## config.mk

```make
export PLATFORM = sky130hd
export DESIGN_NAME = char_tx_gated
export DESIGN_NICKNAME = d
export VERILOG_FILES = /design/src/rtl/sctx_pkg.sv /design/src/rtl/tx_seq_ctrl.sv /design/src/rtl/tx_buf_dp.sv /design/src/rtl/char_tx_gated.sv
export SDC_FILE = /design/constraint.sdc
export NUM_CORES = 1
export LEC_CHECK = 0
export BUFFER_PORTS_ARGS = -buffer_cell sky130_fd_sc_hd__buf_2
export CORE_MARGIN = 2
export CORE_UTILIZATION = 50
export CTS_CLUSTER_DIAMETER = 80
export DETAILED_ROUTE_END_ITERATION = 12
export GPL_TIMING_DRIVEN = 0
export PLACE_DENSITY = 0.71
export SLEW_MARGIN = 20
export SYNTH_ARGS = -nofsm -noshare
export SYNTH_HDL_FRONTEND = slang
export SYNTH_HIERARCHICAL = 1
export SYNTH_SLANG_ARGS = --single-unit
```

## constraint.sdc

```tcl
create_clock -name clk -period 2.35 [get_ports clk]
set_clock_uncertainty 0.15 [all_clocks]
set_input_delay 0.1175 -clock clk [delete_from_list [all_inputs] [get_ports clk]]
set_output_delay 0.1175 -clock clk [all_outputs]
set_load 0.02 [all_outputs]
```

## src/rtl/sctx_pkg.sv

```systemverilog
package sctx_pkg;
  typedef enum logic [2:0] {
    PH_IDLE, PH_START, PH_DATA, PH_PAR, PH_STOP
  } phase_e;

  typedef struct packed {
    logic   load;
    logic   shift;
    phase_e phase;
  } seq_strb_t;
endpackage

```

## src/rtl/tx_seq_ctrl.sv

```systemverilog
module tx_seq_ctrl
  import sctx_pkg::*;
#(
  parameter int MID_LOG2 = 4,
  parameter int HI_LOG2  = 6
) (
  input  logic       clk,
  input  logic       rst_n,
  input  logic       tick,
  input  logic [1:0] baudSel,
  input  logic [1:0] dataBits,
  input  logic       parityEn,
  input  logic       twoStop,
  input  logic       txEnable,
  input  logic       clearToSend,
  input  logic       bufFull,
  output seq_strb_t  strb,
  output logic       txEmpty
);
  localparam int CNT_W = HI_LOG2;
  localparam logic [CNT_W-1:0] MID_M1 = CNT_W'((1 << MID_LOG2) - 1);
  localparam logic [CNT_W-1:0] HI_M1  = CNT_W'((1 << HI_LOG2) - 1);

  phase_e           phase;
  logic [CNT_W-1:0] tickCnt;
  logic [CNT_W-1:0] factorM1;
  logic [CNT_W-1:0] halfThr;
  logic [2:0]       bitIdx;
  logic             canLoad, lastData, finalStop, bitDone, atBoundary;

  always_comb begin
    case (baudSel)
      2'b00:   factorM1 = '0;
      2'b01:   factorM1 = MID_M1;
      default: factorM1 = HI_M1;
    endcase
  end

  assign halfThr    = factorM1 >> 1;
  assign canLoad    = bufFull & txEnable & clearToSend;
  assign lastData   = (bitIdx == (3'd4 + {1'b0, dataBits}));
  assign finalStop  = !twoStop || (bitIdx == 3'd1);
  assign bitDone    = (phase != PH_IDLE) && (tickCnt == '0);
  assign atBoundary = (phase == PH_IDLE) || (phase == PH_STOP && bitDone && finalStop);

  assign strb.load  = tick && canLoad && atBoundary;
  assign strb.shift = tick && (phase == PH_DATA) && bitDone;
  assign strb.phase = phase;

  assign txEmpty = (phase == PH_IDLE) ||
                   (phase == PH_STOP && finalStop && tickCnt <= halfThr && !bufFull);

  always_ff @(posedge clk) begin
    if (!rst_n) begin
      phase   <= PH_IDLE;
      tickCnt <= '0;
      bitIdx  <= '0;
    end else if (tick) begin
      if (phase == PH_IDLE) begin
        if (canLoad) begin
          phase   <= PH_START;
          tickCnt <= factorM1;
        end
      end else if (tickCnt != '0) begin
        tickCnt <= tickCnt - 1'b1;
      end else begin
        tickCnt <= factorM1;
        case (phase)
          PH_START: begin
            phase  <= PH_DATA;
            bitIdx <= '0;
          end
          PH_DATA: begin
            if (lastData) begin
              phase  <= parityEn ? PH_PAR : PH_STOP;
              bitIdx <= '0;
            end else begin
              bitIdx <= bitIdx + 1'b1;
            end
          end
          PH_PAR: begin
            phase  <= PH_STOP;
            bitIdx <= '0;
          end
          default: begin
            if (!finalStop)   bitIdx <= 3'd1;
            else if (canLoad) phase  <= PH_START;
            else              phase  <= PH_IDLE;
          end
        endcase
      end
    end
  end

  // the sequence only moves on a transmit-clock strobe
  assert_hold_phase_R2: assert property (@(posedge clk) disable iff (!rst_n)
    !tick |=> $stable(phase));

  // a load always opens a frame with the start bit
  assert_load_starts_R8: assert property (@(posedge clk) disable iff (!rst_n)
    strb.load |=> (phase == PH_START));
endmodule

```

## src/rtl/tx_buf_dp.sv

```systemverilog
module tx_buf_dp
  import sctx_pkg::*;
#(
  parameter int WORD_W   = 8,
  parameter int MIN_BITS = 5
) (
  input  logic              clk,
  input  logic              rst_n,
  input  logic              wrStrobe,
  input  logic [WORD_W-1:0] wrData,
  input  logic [1:0]        dataBits,
  input  logic              parityOdd,
  input  logic              sendBreak,
  input  seq_strb_t         strb,
  output logic              bufFull,
  output logic              txd
);
  logic [WORD_W-1:0] holdData;
  logic [WORD_W-1:0] shiftReg;
  logic [WORD_W-1:0] mask;
  logic              parBit;
  logic              lineBit;

  always_comb begin
    for (int i = 0; i < WORD_W; i++)
      mask[i] = (i < (32'(dataBits) + MIN_BITS));
  end

  always_ff @(posedge clk) begin
    if (!rst_n) begin
      holdData <= '0;
      shiftReg <= '0;
      parBit   <= 1'b0;
      bufFull  <= 1'b0;
    end else begin
      if (strb.load) begin
        shiftReg <= holdData;
        parBit   <= (^(holdData & mask)) ^ parityOdd;
        bufFull  <= 1'b0;
      end else begin
        if (strb.shift) shiftReg <= shiftReg >> 1;
        if (wrStrobe && !bufFull) begin
          holdData <= wrData;
          bufFull  <= 1'b1;
        end
      end
    end
  end

  always_comb begin
    case (strb.phase)
      PH_START: lineBit = 1'b0;
      PH_DATA:  lineBit = shiftReg[0];
      PH_PAR:   lineBit = parBit;
      default:  lineBit = 1'b1;
    endcase
  end

  assign txd = sendBreak ? 1'b0 : lineBit;

  // a full buffer keeps its character until the shifter takes it
  assert_hold_stable_R6: assert property (@(posedge clk) disable iff (!rst_n)
    (bufFull && !strb.load) |=> $stable(holdData));

  // the control never loads from an empty buffer
  assert_load_needs_data_R8: assert property (@(posedge clk) disable iff (!rst_n)
    strb.load |-> bufFull);
endmodule

```

## src/rtl/char_tx_gated.sv

```systemverilog
module char_tx_gated
  import sctx_pkg::*;
#(
  parameter int WORD_W   = 8,
  parameter int MID_LOG2 = 4,
  parameter int HI_LOG2  = 6
) (
  input  logic              clk,
  input  logic              rst_n,
  input  logic              txClkFall,
  input  logic [1:0]        baudSel,
  input  logic [1:0]        dataBits,
  input  logic              parityEn,
  input  logic              parityOdd,
  input  logic              twoStop,
  input  logic              txEnable,
  input  logic              clearToSend,
  input  logic              sendBreak,
  input  logic              wrStrobe,
  input  logic [WORD_W-1:0] wrData,
  output logic              txd,
  output logic              txRdyStat,
  output logic              txRdyPin,
  output logic              txEmpty
);
  seq_strb_t strb;
  logic      bufFull;

  tx_seq_ctrl #(.MID_LOG2(MID_LOG2), .HI_LOG2(HI_LOG2)) u_ctrl (
    .clk(clk), .rst_n(rst_n), .tick(txClkFall), .baudSel(baudSel),
    .dataBits(dataBits), .parityEn(parityEn), .twoStop(twoStop),
    .txEnable(txEnable), .clearToSend(clearToSend), .bufFull(bufFull),
    .strb(strb), .txEmpty(txEmpty)
  );

  tx_buf_dp #(.WORD_W(WORD_W)) u_dp (
    .clk(clk), .rst_n(rst_n), .wrStrobe(wrStrobe), .wrData(wrData),
    .dataBits(dataBits), .parityOdd(parityOdd), .sendBreak(sendBreak),
    .strb(strb), .bufFull(bufFull), .txd(txd)
  );

  assign txRdyStat = ~bufFull;
  assign txRdyPin  = ~bufFull & txEnable & clearToSend;

  // a break request owns the line
  assert_break_low_R11: assert property (@(posedge clk) disable iff (!rst_n)
    sendBreak |-> !txd);

  // an empty shifter rests at the marking level
  assert_idle_mark_R1: assert property (@(posedge clk) disable iff (!rst_n)
    (txEmpty && !sendBreak) |-> txd);
endmodule

```

==> results of run 1 <==
-- through the flow --
stage / power, uW / hold WS, ps / std cells
finish: 1170 / 35.7 / 316
global route: 1240 / 63.3 / 316
CTS: 1180 / 36.0 / 317
detailed placement: 758 / 232 / 302
global placement: 758 / 223 / 302
floorplan: 696 / 95.7 / 229
-- sequential cells by signal (all words and copies together) (netlist names) --
register        flops
u_ctrl/bitIdx       3
u_dp/shiftReg       8
u_dp/bufFull        1
u_ctrl/tickCnt      6
u_ctrl/phase        3
u_dp/parBit         1
u_dp/holdData       8
-- cell families after synthesis --
kind of cell | count (synthesis) | share of synthesized area
compound gates | 55 | 0.188
xor+xnor | 8 | 0.0435
fa+ha+maj | 9 | 0.0585
buf+inv | 20 | 0.0422
flops | 30 | 0.312
mux | 21 | 0.110
simple gates | 86 | 0.245
-- layout by cell type (no fill, tap or decap), drive strengths merged, types with 9 or more instances in the layout --
| master | netlist | layout |
|---|---|---|
| dfxtp | 30 | 30 |
| buf | 5 | 30 |
| nand2 | 20 | 20 |
| mux2i | 19 | 19 |
| o21ai | 18 | 18 |
| nor2 | 15 | 15 |
| nor2b | 11 | 11 |
| inv | 10 | 10 |
| clkbuf | 5 | 10 |
| dlygate4sd3 | 0 | 9 |
| ha | 9 | 9 |
-- where the power goes --
group	total, uW	leakage, uW	internal (uW)	switching, uW
clock	406	0.0000431	225	180
combinational	223	0.000670	110	113
sequential	546	0.000244	526	19.9
total	1170	0.000957	861	313
-- cells in the mapped netlist (all sizes together) (6+ instances only) --
cell type	number	area, sq um
xnor2	6	52.6
and2	8	50.1
mux2i	19	190
o21ai	18	90.1
inv	10	37.5
a21oi	8	40.0
ha	9	113
dfxtp	30	601
nor2b	11	68.8
nand2	20	77.6
nor2	15	56.3
-- repair_timing --
| item | 4_1_cts | 5_1_grt |
|---|---|---|
| endpoints found under the setup margin | 17 | 17 |
| endpoints found under the hold margin | 9 | 0 |
| setup buffers | 0 | 0 |
| gates resized for setup | 5 | 14 |
| hold buffers | 9 | 0 |
| pin swaps | 0 | 0 |
-- area by class of cell --
type | count | area, sq um
plain buffers | 9 | 56.3
repair buffers | 34 | 215
multi-input cells | 179 | 1270
clock buffers | 6 | 82.6
inverters | 10 | 37.5
flip-flops and latches | 30 | 602
well taps | 48 | 60.1
fillers | 330 | 1360
-- metal layers --
layer / wire [um] / GRT usage
met1: 2260 / 0.316
met2: 2100 / 0.351
met3: 143 / 0.0460
met4: 34 / 0.0689
met5: 0 / 0
-- worst paths after layout --
path | startpoint | to | slack [ps] | cells after the start
hold / removal | parityEn | u_ctrl/phase[2] | 40 | 3
hold reg to reg | u_ctrl/tickCnt[1] | u_ctrl/tickCnt[1] | 360 | 2
setup / recovery | u_ctrl/bitIdx[1] | u_dp/holdData[4] | 150 | 9
setup reg to reg | u_ctrl/bitIdx[1] | u_dp/holdData[4] | 150 | 9
-- critical path: cells and delay by family, from the launching register on --
family	cells	cell delay [ps]
adder cells (fa/ha/maj)	1	170
buffers and inverters	2	310
flip-flops	1	390
multiplexers	1	210
AND/OR/NAND/NOR	5	850
==> results.sh, run 1 <==
export IMPL_ir_worst_vdd_v=0.000529
export IMPL_cts_tree="done"
export IMPL_grtUsageTotal=0.226
export IMPL_cts_made_buffers=5
export IMPL_dr_pass1_iters=4
export IMPL_port_buffers=25
export IMPL_worstSetupEndpointType="flip-flop"
export IMPL_hold_viol_final=0
export IMPL_areaGrowthSynthToFinish_pct=20.8
export IMPL_antenna_found_initial=0
export IMPL_netlist_area_sq_um=1930
export IMPL_vias=1751
export IMPL_grt_overflow_total=0
export IMPL_status="complete, no violations"
export IMPL_antenna_cells=0
export IMPL_final_max_slew_viol_count=0
export IMPL_io_pins=26
export IMPL_power_leakage_uw=0.000957
export IMPL_ant_nets=0
export IMPL_fin_crit_sh=0.937
export IMPL_crit_type="flip-flop to flip-flop"
export IMPL_synth_ff_type="dfxtp_1"
export IMPL_remaining_drc_errors=0
export IMPL_placed_area_sq_um=2110
export IMPL_slowest_delay_ps=390
export IMPL_die_w_um=66.1
export IMPL_post_route_cell_area_sq_um=2330
export IMPL_clockBufferDepth=2
export IMPL_setup_tns_final_ps=0
export IMPL_synthCells=229
export IMPL_synth_seq_cells=30
export IMPL_drive_above_1_share=0.187
export IMPL_core_area_sq_um=3690
export IMPL_dr_first_iter_drc_count=139
export IMPL_final_util=0.631
export IMPL_crit_arrival_ps=2220
export IMPL_initial_core_util=0.522
export IMPL_clk_latency_ps=280
export IMPL_ys_async_sr_fraction=0
export IMPL_fin_nets=300
export IMPL_first_global_vias=1572
export IMPL_critPathSlowestCell="dfxtp_1"
export IMPL_synth_fp_nets=260
export IMPL_worst_slack_ps=147
export IMPL_dp_hpwl_um=3210
export IMPL_yosysSeqAreaShare=0.312
export IMPL_cellPowerDensity_nw_per_um2=505
export IMPL_yosysWarningCount=6
export IMPL_maxCapViolCount=0
export IMPL_wl_um=4540
export IMPL_finalSetupViolCount=0
export IMPL_die_area_sq_um=4360
export IMPL_min_period_ps=2200
export IMPL_clk_pin_slew_ps=70
export IMPL_grt_pass1_wl_um=7530
export IMPL_relSlewSlack=0.655
export IMPL_htreeDepth=2
export IMPL_cts_sinks=30
export IMPL_gp_congestion=0.846
export IMPL_worstPathMaxFanout=8
export IMPL_fp_row_count=22
export IMPL_hp_class="primary input to flip-flop"
export IMPL_die_height_um=66.1
export IMPL_critPathLaunchType="flip-flop"
export IMPL_tightest_slew_ps=518
export IMPL_wire_per_inst_um=14.4
export IMPL_cts_root_buf="clkbuf_8"
export IMPL_path_cells="inv_1, ha_1, nand2b_1, and3_2, nor3_2, nor3b_1, buf_4, mux2i_1, nor2b_1"
export IMPL_required_ps=2370
export IMPL_grt_max_degree=15
export IMPL_synth_avg_cell_area_sq_um=8.41
export IMPL_fmax_ghz=0.454
export IMPL_dp_slack_ps=-288
export IMPL_synth_distinct_cells=52
export IMPL_vias_per_cell=5.54
export IMPL_synth_edf_count=0
(Power assumes the default switching activity.)
==> inputs of run 2 (changes only) <==
- CORE_MARGIN: 2 -> default
- REMOVE_ABC_BUFFERS: default -> 1
==> run 2 against run 1 <==
Sequential power about the same. Combinational power is 2% lower. Global-route usage grew 0.17 points. Non-clock buffer count down 5. Wire length down 4.9%. Critical path type unchanged. Register-to-register slack about the same. Via count fell by 0.57%. Core utilization is 1.6 points higher. Setup slack worse by 7.3 ps. Cell area grew 2.5%. Clock power grew 61%. First-iteration DRC count is 10% lower.
==> results.sh, run 2 (same netlist as run 1, synthesis figures left out) <==
export IMPL_clkPwrFrac=0.460
export IMPL_maxCapViolCount=0
export IMPL_fin_nets=295
export IMPL_vias_per_cell=5.56
export IMPL_path_buf_inv=3
export IMPL_worstSetupEndpointType="flip-flop"
export IMPL_path_cells="inv_1, ha_1, nand2b_4, and3_4, nor3_4, buf_4, nor3b_2, buf_4, mux2i_1, nor2b_1"
export IMPL_ant_nets=0
export IMPL_dr_first_iter_drc_count=125
export IMPL_drive_above_1_share=0.196
export IMPL_rsz0062_at_grt="false"
export IMPL_final_common_cell="dfxtp_1"
export IMPL_die_w_um=64.1
export IMPL_holdPathEnd="u_ctrl/phase[2]"
export IMPL_placed_area_sq_um=2090
export IMPL_regToRegSetupSlack_ps=140
export IMPL_cts_root_buf="clkbuf_8"
export IMPL_gp_congestion=0.882
export IMPL_fin_crit_sh=0.941
export IMPL_grt_overflow_total=0
export IMPL_cts_tree="done"
export IMPL_crit_arrival_ps=2240
export IMPL_slowest_delay_ps=390
export IMPL_fmax_ghz=0.452
export IMPL_io_pins=26
export IMPL_htreeDepth=2
export IMPL_hold_viol_final=0
export IMPL_seq_power_share=0.386
export IMPL_critPathSlowestCell="dfxtp_1"
export IMPL_required_ps=2380
export IMPL_antenna_found_initial=0
export IMPL_internal_power_uw=1090
export IMPL_remaining_drc_errors=0
export IMPL_fp_row_count=22
export IMPL_min_period_ps=2210
export IMPL_reg_top3="u_dp/holdData x8, u_dp/shiftReg x8, u_ctrl/tickCnt x6"
export IMPL_post_route_cell_area_sq_um=2380
export IMPL_finalSetupViolCount=0
export IMPL_path_common_cell="buf_4"
export IMPL_power_frac_comb=0.154
export IMPL_hold_path_depth=3
export IMPL_cts_sinks=30
export IMPL_p_sw_frac=0.234
export IMPL_cellPowerDensity_nw_per_um2=595
export IMPL_p_switching_uw=332
export IMPL_areaGrowthSynthToFinish_pct=23.8
export IMPL_relSlewSlack=0.654
export IMPL_clk_pin_slew_ps=70
export IMPL_critPathLaunchType="flip-flop"
export IMPL_tightest_slew_ps=519
export IMPL_power_uw=1420
export IMPL_port_buffers=25
export IMPL_reg2regPathDepth=10
export IMPL_worst_slack_ps=140
export IMPL_grt_max_degree=33
export IMPL_dr_pass1_iters=4
export IMPL_r2r_end="u_dp/holdData[7]"
export IMPL_min_from="parityEn"
export IMPL_status="complete, no violations"
export IMPL_wl_um=4310
export IMPL_final_util=0.647
export IMPL_power_leakage_uw=0.000963
export IMPL_crit_type="flip-flop to flip-flop"
export IMPL_die_area_sq_um=4100
export IMPL_dp_slack_ps=-824
export IMPL_first_global_vias=1561
export IMPL_clockBufferDepth=2
export IMPL_layout_common_cells="27 x dfxtp_1, 25 x buf_2, 19 x nand2_1, 19 x mux2i_1, 14 x nor2_1"
export IMPL_wire_per_inst_um=13.8
export IMPL_worstPathMaxFanout=10
export IMPL_vias=1741
export IMPL_r2r_start="u_ctrl/bitIdx[1]"
export IMPL_clk_latency_ps=290
export IMPL_dp_hpwl_um=2900
export IMPL_ir_worst_vdd_v=0.000415
export IMPL_hp_class="primary input to flip-flop"
export IMPL_final_max_slew_viol_count=0
export IMPL_die_height_um=64.1
export IMPL_crit_family="simple AND/OR/NAND/NOR gates"
export IMPL_antenna_cells=0
export IMPL_worst_path_stages=10
export IMPL_core_area_sq_um=3690
export IMPL_fill_cells=334
export IMPL_initial_core_util=0.522
export IMPL_grtUsageTotal=0.228
export IMPL_cts_made_buffers=5
export IMPL_grt_pass1_wl_um=7240
[run 2: cell types whose count changed in the layout (fill, tap and decap cells not counted), moves of 2 or more]
cell and change:
buf_2 -2, buf_4 +2, dfxtp_1 -2, dfxtp_2 +2, clkbuf_1 -2, bufinv_16 +2
nor3_2 -2
[run 2: power by group through the flow]
stage,combinational (uW),clock [uW],sequential (uW)
after floorplan,139,0,551
after global placement,191,0,558
after detailed placement,198,0,559
after CTS,216,663,548
after global routing,242,685,551
final,218,652,548
[run 2: area by class of cell]
type                            instances  area (sq um)  share of cell area
Inverter                               10          37.5              0.0157
Sequential cell                        30           604               0.253
Clock inverter                          2          60.1              0.0252
Tap cell                               48          60.1              0.0252
Clock buffer                            6          82.6              0.0346
Timing Repair Buffer                   38           245               0.103
Multi-Input combinational cell        179          1290               0.543
[run 2: worst min-delay path: stages]
cell     delay (ps)
buf_2           100
o21ba_1         120
o32ai_1          80
[run 2: worst max path at each step]
stage | from | to
after global routing | u_ctrl/bitIdx[1] | u_dp/holdData[3]
after global placement | u_ctrl/phase[2] | u_dp/holdData[2]
after detailed placement | u_ctrl/phase[2] | u_dp/holdData[7]
after floorplan | u_ctrl/phase[2] | u_dp/holdData[0]
final | u_ctrl/bitIdx[1] | u_dp/holdData[7]
after CTS | u_ctrl/bitIdx[1] | u_dp/holdData[7]
[run 2: metal layers]
metal | vias to the layer above | share of wire | global-route usage
met3 | 7 | 0.039 | 0.0500
li1 | 895 | - | -
met5 | - | 0 | 0
met2 | 39 | 0.44 | 0.327
met1 | 800 | 0.50 | 0.321
met4 | 0 | 0.017 | 0.108
[run 2: repair_timing]
item	CTS	global route
setup buffers	2	0
pin swaps	2	0
hold endpoints to repair	9	0
hold buffers	9	0
endpoints found under the setup margin	20	14
resized for setup	7	4
[run 2: through the flow]
| stage | hold WS (ps) | instances | TNS, ps |
|---|---|---|---|
| 4_1_cts | 13.3 | 313 | 0 |
| 5_1_grt | 34.8 | 313 | 0 |
| 6_report | 16.9 | 313 | 0 |
| 2_1_floorplan | 85.2 | 219 | -9710 |
| 3_3_place_gp | 223 | 292 | -22520 |
| 3_5_place_dp | 234 | 294 | -9000 |
==> inputs of run 3 (changes only) <==
- ABC_AREA: default -> 1
==> run 3 against run 2 <==
Die area rose by 0.33%. Total power increased by 28%. Non-clock buffer count shrank 4. Critical endpoint is now u_dp/shiftReg[4]. Clock power fell by 35%. Critical path type unchanged. Count of clock-buffer cells in the layout is 1 higher. Combinational power rose to 3.4 times the previous value. Register-to-register slack better by 60 ps. First-iteration DRC count shrank 29%. Wire length shrank 5.3%. Maximum frequency up 2.7%. Synthesized cell count up 29%. Critical path depth is 1 lower.
==> results.sh, run 3 <==
export IMPL_port_buffers=25
export IMPL_min_from="baudSel[1]"
export IMPL_worst_slack_ps=198
export IMPL_vias_per_cell=4.83
export IMPL_initial_core_util=0.524
export IMPL_yosysMostFrequentCell="nand2_1"
export IMPL_r2r_end="u_dp/shiftReg[4]"
export IMPL_synth_top_cells_by_count="67 x nand2_1, 43 x inv_1, 37 x nor2_1"
export IMPL_grtUsageTotal=0.216
export IMPL_required_ps=2380
export IMPL_synthCells=295
export IMPL_fmax_ghz=0.465
export IMPL_reg2regPathDepth=9
export IMPL_die_w_um=64.2
export IMPL_wire_per_inst_um=10.8
export IMPL_ys_async_sr_fraction=0
export IMPL_power_leakage_uw=0.00109
export IMPL_synthTopCellsByArea="dfxtp_1 31%, nand2_1 13%, inv_1 8.4%, nor2_1 7.2%, ha_1 5.8%"
export IMPL_holdPathEnd="u_ctrl/tickCnt[4]"
export IMPL_die_area_sq_um=4120
export IMPL_yosysWarningCount=6
export IMPL_finalSetupViolCount=0
export IMPL_critPathLaunchType="flip-flop"
export IMPL_first_global_vias=1616
export IMPL_antenna_found_initial=0
export IMPL_p_switching_uw=724
export IMPL_worstSetupEndpointType="flip-flop"
export IMPL_regToRegSetupSlack_ps=200
export IMPL_dp_hpwl_um=2910
export IMPL_grt_pass1_wl_um=6930
export IMPL_ir_worst_vdd_v=0.000408
export IMPL_crit_start="u_ctrl/tickCnt[0]"
export IMPL_cellPowerDensity_nw_per_um2=802
export IMPL_cts_tree="done"
export IMPL_dp_slack_ps=-185
export IMPL_clk_latency_ps=280
export IMPL_yosysSeqAreaShare=0.311
export IMPL_grt_overflow_total=0
export IMPL_multiInputGateArea_sq_um=1110
export IMPL_remaining_drc_errors=0
export IMPL_crit_arrival_ps=2190
export IMPL_final_max_slew_viol_count=0
export IMPL_seq_power_share=0.363
export IMPL_synth_distinct_cells=33
export IMPL_cts_root_buf="clkbuf_8"
export IMPL_r2r_start="u_ctrl/tickCnt[0]"
export IMPL_crit_type="flip-flop to flip-flop"
export IMPL_hp_class="primary input to flip-flop"
export IMPL_clk_pin_slew_ps=60
export IMPL_worstPathMaxFanout=12
export IMPL_final_common_cell="nand2_1"
export IMPL_fin_crit_sh=0.916
export IMPL_grt_max_degree=26
export IMPL_wl_um=4090
export IMPL_vias=1835
export IMPL_placed_area_sq_um=2060
export IMPL_p_sw_frac=0.398
export IMPL_synth_edf_count=0
export IMPL_fill_cells=345
export IMPL_tightest_slew_ps=440
export IMPL_hold_viol_final=0
export IMPL_yosysTopAreaCellShare=0.311
export IMPL_ant_nets=0
export IMPL_relSlewSlack=0.706
export IMPL_fp_row_count=22
export IMPL_clockBufferDepth=2
export IMPL_post_synth_top_area_cell="dfxtp_1"
export IMPL_dr_pass1_iters=4
export IMPL_layout_common_cells="67 x nand2_1, 43 x inv_1, 35 x nor2_1"
export IMPL_io_pins=26
export IMPL_areaGrowthSynthToFinish_pct=17.4
export IMPL_fin_nets=362
export IMPL_hold_path_depth=3
export IMPL_antenna_cells=0
export IMPL_synth_avg_cell_area_sq_um=6.55
export IMPL_synth_seq_cells=30
export IMPL_cts_made_buffers=5
export IMPL_reg_top3="u_dp/holdData x8, u_dp/shiftReg x8, u_ctrl/tickCnt x6"
export IMPL_maxCapViolCount=0
export IMPL_drive_above_1_share=0.181
export IMPL_status="complete, no violations"
export IMPL_dr_first_iter_drc_count=89
export IMPL_synth_ff_type="dfxtp_1"
export IMPL_netlist_area_sq_um=1930
export IMPL_core_area_sq_um=3690
export IMPL_power_frac_comb=0.404
export IMPL_die_height_um=64.2
export IMPL_htreeDepth=2
export IMPL_setup_tns_final_ps=0
export IMPL_rsz0062_at_grt="false"
export IMPL_min_period_ps=2150
export IMPL_internal_power_uw=1090
export IMPL_gp_congestion=0.853
export IMPL_cts_sinks=30
export IMPL_post_route_cell_area_sq_um=2270
export IMPL_clkPwrFrac=0.233
export IMPL_regArea_sq_um=601
==> run 3: cell count changes in the layout (fill, tap and decap cells not counted), moves of 6 or more <==
cell,before,now
nand2_1,19,67
nor2_1,14,35
inv_2,0,7
nand3_1,5,16
mux2i_1,19,0
nor2b_1,11,0
inv_1,10,43
and2_1,8,0
nor2_2,0,6
a21oi_1,8,18
==> run 3: final cells by class <==
class / count / share of cell area
clock buffer: 7 / 0.0381
clock inverter: 1 / 0.00221
multi-input combinational: 209 / 0.488
sequential: 30 / 0.265
tap: 48 / 0.0265
inverter: 51 / 0.0855
timing repair buffer: 34 / 0.0949
==> run 3: metrics by stage <==
step	hold slack [ps]	cells	util	power [uW]
finish	32.9	380	0.615	1820
global route	24.6	380	0.615	1970
CTS	25.1	380	0.611	1810
detailed placement	200	363	0.560	1380
global placement	196	363	0.560	1360
floorplan	88.2	290	-	1220
==> run 3: repair_timing <==
| item | in CTS | in global routing |
|---|---|---|
| endpoints found under the hold margin | 9 | 0 |
| gates resized for setup | 2 | 4 |
| pin swaps | 0 | 1 |
| buffers inserted | 0 | 0 |
| hold buffers | 9 | 0 |
| setup endpoints to repair | 16 | 16 |
==> run 3: routing by layer <==
| layer | part of all wire | global-route usage |
|---|---|---|
| met1 | 0.51 | 0.276 |
| met2 | 0.45 | 0.352 |
| met3 | 0.023 | 0.0482 |
| met4 | 0.015 | 0.0833 |
| met5 | 0 | 0 |
==> run 3: worst max-delay path by stage <==
| stage | slack, ps | to | cells after the start |
|---|---|---|---|
| floorplan | 200 | u_dp/shiftReg[1] | 9 |
| global placement | -180 | u_dp/shiftReg[4] | 9 |
| detailed placement | -180 | u_dp/shiftReg[4] | 9 |
| CTS | 20 | u_dp/shiftReg[4] | 9 |
| global route | 20 | u_dp/shiftReg[4] | 9 |
| finish | 200 | u_dp/shiftReg[4] | 9 |
==> run 3: power groups by stage <==
stage | logic [uW] | clock network (uW) | registers (uW)
floorplan | 567 | 0 | 651
global placement | 694 | 0 | 671
detailed placement | 705 | 0 | 671
CTS | 722 | 433 | 660
global route | 834 | 460 | 674
finish | 735 | 423 | 661
==> run 3: kinds of logic after synthesis <==
family / Yosys count / share of synthesized area
AO/OA/AOI/OAI: 50 / 0.146
XOR/XNOR: 4 / 0.0181
adder cells (fa/ha/maj): 9 / 0.0583
buffers and inverters: 56 / 0.128
flip-flops: 30 / 0.311
AND/OR/NAND/NOR: 146 / 0.339
==> run 3: worst max-delay path, cell delays in order (launching register included) <==
cell and delay (ps):
dfxtp_1 310, inv_1 160, ha_1 190, nand3_2 110, nand2_2 150, inv_1 140
nor2_4 320, or2_4 250, inv_4 50, a221oi_1 240
